===== src/rtl/lwb_pkg.sv =====
package lwb_pkg;

  typedef enum logic [1:0] {
    CMD_IDLE  = 2'd0,
    CMD_READ  = 2'd1,
    CMD_WRITE = 2'd2
  } cmd_e;

  function automatic cmd_e decode_cmd(input logic load_n, input logic rw_n);
    if (load_n) return CMD_IDLE;
    return rw_n ? CMD_READ : CMD_WRITE;
  endfunction

  // slot enables touched by an access starting at word slot lsb
  function automatic logic [1:0] word_mask(input logic lsb, input logic dbl);
    if (dbl) return 2'b11;
    return lsb ? 2'b10 : 2'b01;
  endfunction

  // word slot addressed by burst beat b of an access starting at lsb
  function automatic logic beat_lsb(input logic lsb, input logic b);
    return lsb ^ b;
  endfunction

endpackage


===== src/rtl/lwb_pend_store.sv =====
module lwb_pend_store
  import lwb_pkg::*;
#(
  parameter int LW = 5,
  parameter int DW = 16
) (
  input  logic                 clk,
  input  logic                 rst_n,
  input  logic                 wr_cmd,
  input  logic [LW-1:0]        cmd_line,
  input  logic                 cmd_lsb,
  input  logic                 cmd_dbl,
  input  logic [DW-1:0]        wd0,
  input  logic [DW-1:0]        wd1,
  output logic                 pend_valid,
  output logic [LW-1:0]        pend_line,
  output logic [1:0]           pend_mask,
  output logic [1:0][DW-1:0]   pend_data,
  output logic                 data_due,
  output logic                 commit_fire,
  output logic [1:0][DW-1:0]   commit_data
);

  logic pend_lsb;
  logic pend_dbl;
  logic [1:0][DW-1:0] arriving;

  // steer the incoming words into line slots
  function automatic logic [1:0][DW-1:0] place_words(
    input logic [DW-1:0] a, input logic [DW-1:0] b,
    input logic lsb, input logic dbl);
    logic [1:0][DW-1:0] s;
    s = '0;
    s[lsb] = a;
    if (dbl) s[~lsb] = b;
    return s;
  endfunction

  assign arriving    = place_words(wd0, wd1, pend_lsb, pend_dbl);
  assign commit_fire = wr_cmd && pend_valid;
  // back-to-back writes: old data is still on the input pins
  assign commit_data = data_due ? arriving : pend_data;

  always_ff @(posedge clk) begin
    if (!rst_n) begin
      pend_valid <= 1'b0;
      pend_line  <= '0;
      pend_mask  <= '0;
      pend_lsb   <= 1'b0;
      pend_dbl   <= 1'b0;
      pend_data  <= '0;
      data_due   <= 1'b0;
    end else begin
      data_due <= wr_cmd;
      if (data_due) pend_data <= arriving;
      if (wr_cmd) begin
        pend_valid <= 1'b1;
        pend_line  <= cmd_line;
        pend_lsb   <= cmd_lsb;
        pend_dbl   <= cmd_dbl;
        pend_mask  <= word_mask(cmd_lsb, cmd_dbl);
      end
    end
  end

endmodule


===== src/rtl/lwb_bypass_cmp.sv =====
module lwb_bypass_cmp
  import lwb_pkg::*;
#(
  parameter int LW = 5,
  parameter int DW = 16
) (
  input  logic                 pend_valid,
  input  logic [LW-1:0]        pend_line,
  input  logic [1:0]           pend_mask,
  input  logic [1:0][DW-1:0]   pend_data,
  input  logic [LW-1:0]        q_line,
  input  logic                 q_lsb,
  input  logic                 q_dbl,
  output logic [1:0]           hit,
  output logic [1:0][DW-1:0]   fwd
);

  for (genvar b = 0; b < 2; b++) begin : g_beat
    logic slot;
    logic beat_used;
    assign slot      = beat_lsb(q_lsb, 1'(b));
    assign beat_used = (b == 0) || q_dbl;
    assign hit[b]    = pend_valid && beat_used &&
                       (q_line == pend_line) && pend_mask[slot];
    assign fwd[b]    = pend_data[slot];
  end

endmodule


===== src/rtl/lwb_rd_stage.sv =====
module lwb_rd_stage
  import lwb_pkg::*;
#(
  parameter int LW = 5,
  parameter int DW = 16
) (
  input  logic                 clk,
  input  logic                 rst_n,
  input  logic                 rd_cmd,
  input  logic [LW-1:0]        cmd_line,
  input  logic                 cmd_lsb,
  input  logic                 cmd_dbl,
  input  logic [1:0][DW-1:0]   mem_line,
  input  logic [1:0]           hit,
  input  logic [1:0][DW-1:0]   fwd,
  output logic [LW-1:0]        q_line,
  output logic                 q_lsb,
  output logic                 q_dbl,
  output logic                 rd_valid,
  output logic [1:0][DW-1:0]   rd_words
);

  logic q_valid;
  logic [1:0][DW-1:0] nxt;

  for (genvar b = 0; b < 2; b++) begin : g_sel
    logic slot;
    assign slot = beat_lsb(q_lsb, 1'(b));
    always_comb begin
      nxt[b] = hit[b] ? fwd[b] : mem_line[slot];
      if (!q_valid || ((b == 1) && !q_dbl)) nxt[b] = '0;
    end
  end

  always_ff @(posedge clk) begin
    if (!rst_n) begin
      q_valid  <= 1'b0;
      q_line   <= '0;
      q_lsb    <= 1'b0;
      q_dbl    <= 1'b0;
      rd_valid <= 1'b0;
      rd_words <= '0;
    end else begin
      q_valid  <= rd_cmd;
      if (rd_cmd) begin
        q_line <= cmd_line;
        q_lsb  <= cmd_lsb;
        q_dbl  <= cmd_dbl;
      end
      rd_valid <= q_valid;
      rd_words <= nxt;
    end
  end

endmodule


===== src/rtl/late_write_buf.sv =====
module late_write_buf
  import lwb_pkg::*;
#(
  parameter int AW = 6,
  parameter int DW = 16
) (
  input  logic              clk,
  input  logic              rst_n,
  input  logic              cmd_load_n,
  input  logic              cmd_rw_n,
  input  logic              cmd_dbl,
  input  logic [AW-1:0]     cmd_addr,
  input  logic [DW-1:0]     wr_word0,
  input  logic [DW-1:0]     wr_word1,
  output logic [AW-2:0]     mem_addr,
  output logic              mem_we,
  output logic [1:0]        mem_wmask,
  output logic [2*DW-1:0]   mem_wdata,
  input  logic [2*DW-1:0]   mem_rdata,
  output logic              rd_valid,
  output logic [DW-1:0]     rd_word0,
  output logic [DW-1:0]     rd_word1
);

  localparam int LW = AW - 1;

  cmd_e               cmd;
  logic               wr_cmd;
  logic               rd_cmd;
  logic [LW-1:0]      cmd_line;
  logic               cmd_lsb;
  logic               pend_valid;
  logic [LW-1:0]      pend_line;
  logic [1:0]         pend_mask;
  logic [1:0][DW-1:0] pend_data;
  logic               data_due;
  logic               commit_fire;
  logic [1:0][DW-1:0] commit_data;
  logic [LW-1:0]      q_line;
  logic               q_lsb;
  logic               q_dbl;
  logic [1:0]         bp_hit;
  logic [1:0][DW-1:0] bp_fwd;
  logic [1:0][DW-1:0] rd_words;

  assign cmd      = decode_cmd(cmd_load_n, cmd_rw_n);
  assign wr_cmd   = (cmd == CMD_WRITE);
  assign rd_cmd   = (cmd == CMD_READ);
  assign cmd_line = cmd_addr[AW-1:1];
  assign cmd_lsb  = cmd_addr[0];

  lwb_pend_store #(.LW(LW), .DW(DW)) u_pend (
    .clk(clk), .rst_n(rst_n), .wr_cmd(wr_cmd),
    .cmd_line(cmd_line), .cmd_lsb(cmd_lsb), .cmd_dbl(cmd_dbl),
    .wd0(wr_word0), .wd1(wr_word1),
    .pend_valid(pend_valid), .pend_line(pend_line), .pend_mask(pend_mask),
    .pend_data(pend_data), .data_due(data_due),
    .commit_fire(commit_fire), .commit_data(commit_data)
  );

  lwb_bypass_cmp #(.LW(LW), .DW(DW)) u_cmp (
    .pend_valid(pend_valid), .pend_line(pend_line), .pend_mask(pend_mask),
    .pend_data(pend_data), .q_line(q_line), .q_lsb(q_lsb), .q_dbl(q_dbl),
    .hit(bp_hit), .fwd(bp_fwd)
  );

  lwb_rd_stage #(.LW(LW), .DW(DW)) u_rd (
    .clk(clk), .rst_n(rst_n), .rd_cmd(rd_cmd),
    .cmd_line(cmd_line), .cmd_lsb(cmd_lsb), .cmd_dbl(cmd_dbl),
    .mem_line(mem_rdata), .hit(bp_hit), .fwd(bp_fwd),
    .q_line(q_line), .q_lsb(q_lsb), .q_dbl(q_dbl),
    .rd_valid(rd_valid), .rd_words(rd_words)
  );

  // single array port: the commit owns it on write-command cycles
  assign mem_we    = commit_fire;
  assign mem_addr  = commit_fire ? pend_line : cmd_line;
  assign mem_wmask = commit_fire ? pend_mask : 2'b00;
  assign mem_wdata = commit_data;
  assign rd_word0  = rd_words[0];
  assign rd_word1  = rd_words[1];

endmodule


===== config.mk =====
export PLATFORM = sky130hd
export DESIGN_NAME = late_write_buf
export DESIGN_NICKNAME = d
export VERILOG_FILES = /design/src/rtl/lwb_pkg.sv /design/src/rtl/lwb_pend_store.sv /design/src/rtl/lwb_bypass_cmp.sv /design/src/rtl/lwb_rd_stage.sv /design/src/rtl/late_write_buf.sv
export SDC_FILE = /design/constraint.sdc
export NUM_CORES = 1
export LEC_CHECK = 0
export BUFFER_PORTS_ARGS = -buffer_cell sky130_fd_sc_hd__clkbuf_2
export CAP_MARGIN = 40
export CORE_MARGIN = 2
export CORE_UTILIZATION = 55
export DETAILED_ROUTE_END_ITERATION = 6
export GPL_ROUTABILITY_DRIVEN = 0
export PLACE_DENSITY = 0.92
export SLEW_MARGIN = 5
export SYNTH_ARGS = -nofsm -noshare
export SYNTH_HDL_FRONTEND = slang
export SYNTH_SLANG_ARGS = --single-unit

===== constraint.sdc =====
create_clock -name clk -period 2.9 [get_ports clk]
set_input_delay 0.725 -clock clk [delete_from_list [all_inputs] [get_ports clk]]
set_output_delay 0.725 -clock clk [all_outputs]
set_load 0.1 [all_outputs]

==> metrics.txt <==
run status=complete, no violations; vias per cell=5.46; post-route ant nets=0; Yosys warnings=0; max-slew violations=0; Via Count=4159; Int Pwr=1.92 mW; Register Area=~0.0017 mm2; Mapped Cells=525; total setup buffers inserted after CTS=0; Total Wirelength=approximately 12000 um; power share of the combinational group=a little under a third; post-route cell area=0.00634 mm2; global-route wire length before repair=18400 um; post-synthesis sequential area ratio=36.8%; reg2reg setup slack=1.02 ns; initial antenna violation count=0; VDD IR max=421 uV; Worst-Skew Late Latency=between 0.3 and 0.4 ns; HP Class=flip-flop to flip-flop; hold depth=2; via count of the first global-routing pass=3986; Arr. time, crit path=between 1.5 and 2 ns; most common cell after layout, fill and taps aside=clkbuf_2; clk sink count=between 80 and 90; total CTS buffers=9; grt total ovfl=0; largest net degree at the start of global routing=66; post-layout min period=roughly 2.6 ns; crit path launch=u_pend.pend_lsb; fin crit share=90.6%; Seq cells post-synth=84; # resized after CTS=0; hpwl dp=approximately 9000 um; crit path max fanout=between 40 and 50; slew margin rel.=slightly below 40%; # fillers=between 500 and 600; Initial DRC Count=156; clk slew on worst S/H paths=0.09 ns; register share of total power=between 40 and 50%; Critical Path End=mem_wdata[3]; initial core utilization=between 50% and 60%; PwrDens=roughly 470 mW/mm2; WP data required=between 2 and 2.5 ns; Core Rows=33; CORE AREA=about 0.008 mm2; Syn Nets=600; switching part of the total power=35.2%; Worst Setup End Kind=output pin; post-synth design cell area=0.00457 mm2; Worst-Margin Slew=0.908 ns; area of the multi-input gates=0.00287 mm2; max cap viols=0; Layout area overhead=38.6%; clock root buffer=clkbuf_8; Final nets=727; Post-Route Skew=0.0132 ns; DR WL/cell=around 16 um; Ports=around 150; Hold Path Origin=u_rd.q_line[2]; Placement Cell Area=about 0.0061 mm2; cells along the critical path=buf_12 -> nand3_1 -> a31oi_2 -> buf_12; Pre-Repair DR Iteration Count=4; hold buffer count at CTS=0; H-tree Lvls=3; residual DRC count=0; global-route usage over all layers=26.4%; Setup Viol. Count Final=0; commonest non-fill, non-tap cells in the layout=107 x clkbuf_2, 82 x dfxtp_1, 80 x nand2_1; Die Ht=95.2 um; worst hold slack=about 0.48 ns; Slowest cell on crit path=dfxtp_1; Syn Area/Cell=8.71 um2; Buffers on Ports=roughly 150; Pleak=2.49 nW; WS Path Type=flip-flop to output pin; clock power share=roughly 28%; Most common cell on crit path=buf_12; R2R cell count=4; n_diodes=0; unrepaired setup endpoints after global routing=false; Slowest Stage Delay on Critical Path=0.68 ns; Psw=1.04 mW; total negative slack=0 ns; CTS tree=done; Worst setup SP type=flip-flop; f_max=381 MHz; layout cell share with drive strength beyond 1=40.3%; post-synth cell types=31; chip width=between 90 and 100 um; Final Hold Vio Count=0; Worst R2R End=u_rd.rd_words[7]; r2r startpoint=u_rd.q_lsb; CTS max path bufs=2; Die Footprint=0.00906 mm2
## sequential cells by signal (all words and copies together), names as in the netlist
signal	flops
u_rd.rd_words	32
u_rd.q_line	5
u_pend.pend_lsb	1
u_pend.pend_dbl	1
u_pend.pend_valid	1
u_rd.q_lsb	1
u_rd.rd_valid	1
u_pend.data_due	1
u_pend.pend_data	32
u_pend.pend_line	5
u_rd.q_valid	1
u_rd.q_dbl	1
u_pend.pend_mask	2
## final cells by class
cell class,instances,share of cell area (%)
clock buffers,10,2.01
clock inverters,6,1.13
multi-input cells,396,45.2
well taps,105,2.07
repair buffers,159,22.8
flip-flops and latches,84,26.6
inverters,2,0.118
## per-layer routing
metal,share of wire [%],GRT usage [%]
met1,41,31.9
met2,51,46.2
met5,0,0
met3,5.5,4.66
met4,1.8,10.5
## worst min-delay path by stage
stage,end
after floorplan,u_rd.q_dbl
after global placement,u_rd.q_line[0]
after detailed placement,u_rd.q_line[2]
after CTS,u_rd.q_line[2]
after global routing,u_rd.q_line[2]
final,u_rd.q_line[2]
## critical path, delay by kind of cell, from the launching register on
| family | cells | cell delay (ns) |
|---|---|---|
| buf+inv | 2 | 0.48 |
| simple gates | 1 | 0.11 |
| flops | 1 | 0.68 |
| compound gates | 1 | 0.27 |
## kinds of logic after synthesis
logic type	after synthesis	synth area share, %
simple gates	240	25.5
compound gates	48	7.06
buf+inv	45	4.90
xor+xnor	5	0.958
mux	103	24.8
flops	84	36.8
## power by group through the flow
stage	combinational, mW	clock (mW)	sequential [mW]
after floorplan	0.555	0	1.28
after global placement	0.869	0	1.25
after detailed placement	0.889	0	1.26
after CTS	0.892	0.857	1.23
after global routing	0.930	0.902	1.24
final	0.889	0.846	1.23
## through the flow
step                      instances  worst slack (ns)  utilization (%)  power, mW
after detailed placement        746             0.470             75.5       2.15
final                           762             0.273             77.9       2.97
after CTS                       762             0.258             77.9       2.98
after floorplan                 525             0.107                -       1.83
after global placement          745             0.523             75.3       2.12
after global routing            762             0.138             77.9       3.07
## Yosys cell counts
master | number | share of area [%]
nor3_4 | 2 | 0.71
buf_12 | 1 | 0.44
dfxtp_1 | 84 | 37
and3_1 | 3 | 0.41
mux2_2 | 43 | 11
o21a_1 | 1 | 0.16
clkbuf_4 | 1 | 0.16
buf_6 | 2 | 0.49
mux2_1 | 1 | 0.25
nand3_1 | 16 | 1.8
nor2_1 | 66 | 5.4
buf_1 | 2 | 0.16
nor3_1 | 1 | 0.11
buf_8 | 1 | 0.33
nand4_2 | 1 | 0.27
clkbuf_1 | 29 | 2.4
inv_1 | 2 | 0.16
a31oi_1 | 32 | 4.4
buf_2 | 7 | 0.77
nor3b_1 | 1 | 0.16
nand2_1 | 80 | 6.6
o211a_1 | 1 | 0.22
a21boi_0 | 14 | 2.3
nor2b_1 | 1 | 0.14
or2_2 | 1 | 0.14
mux2_4 | 10 | 3.3
and2_1 | 34 | 4.7
xnor2_1 | 5 | 0.96
nand3b_1 | 17 | 2.8
mux2i_1 | 49 | 11
nand2b_1 | 17 | 2.3
No activity file was read; power rests on OpenSTA's default activity.
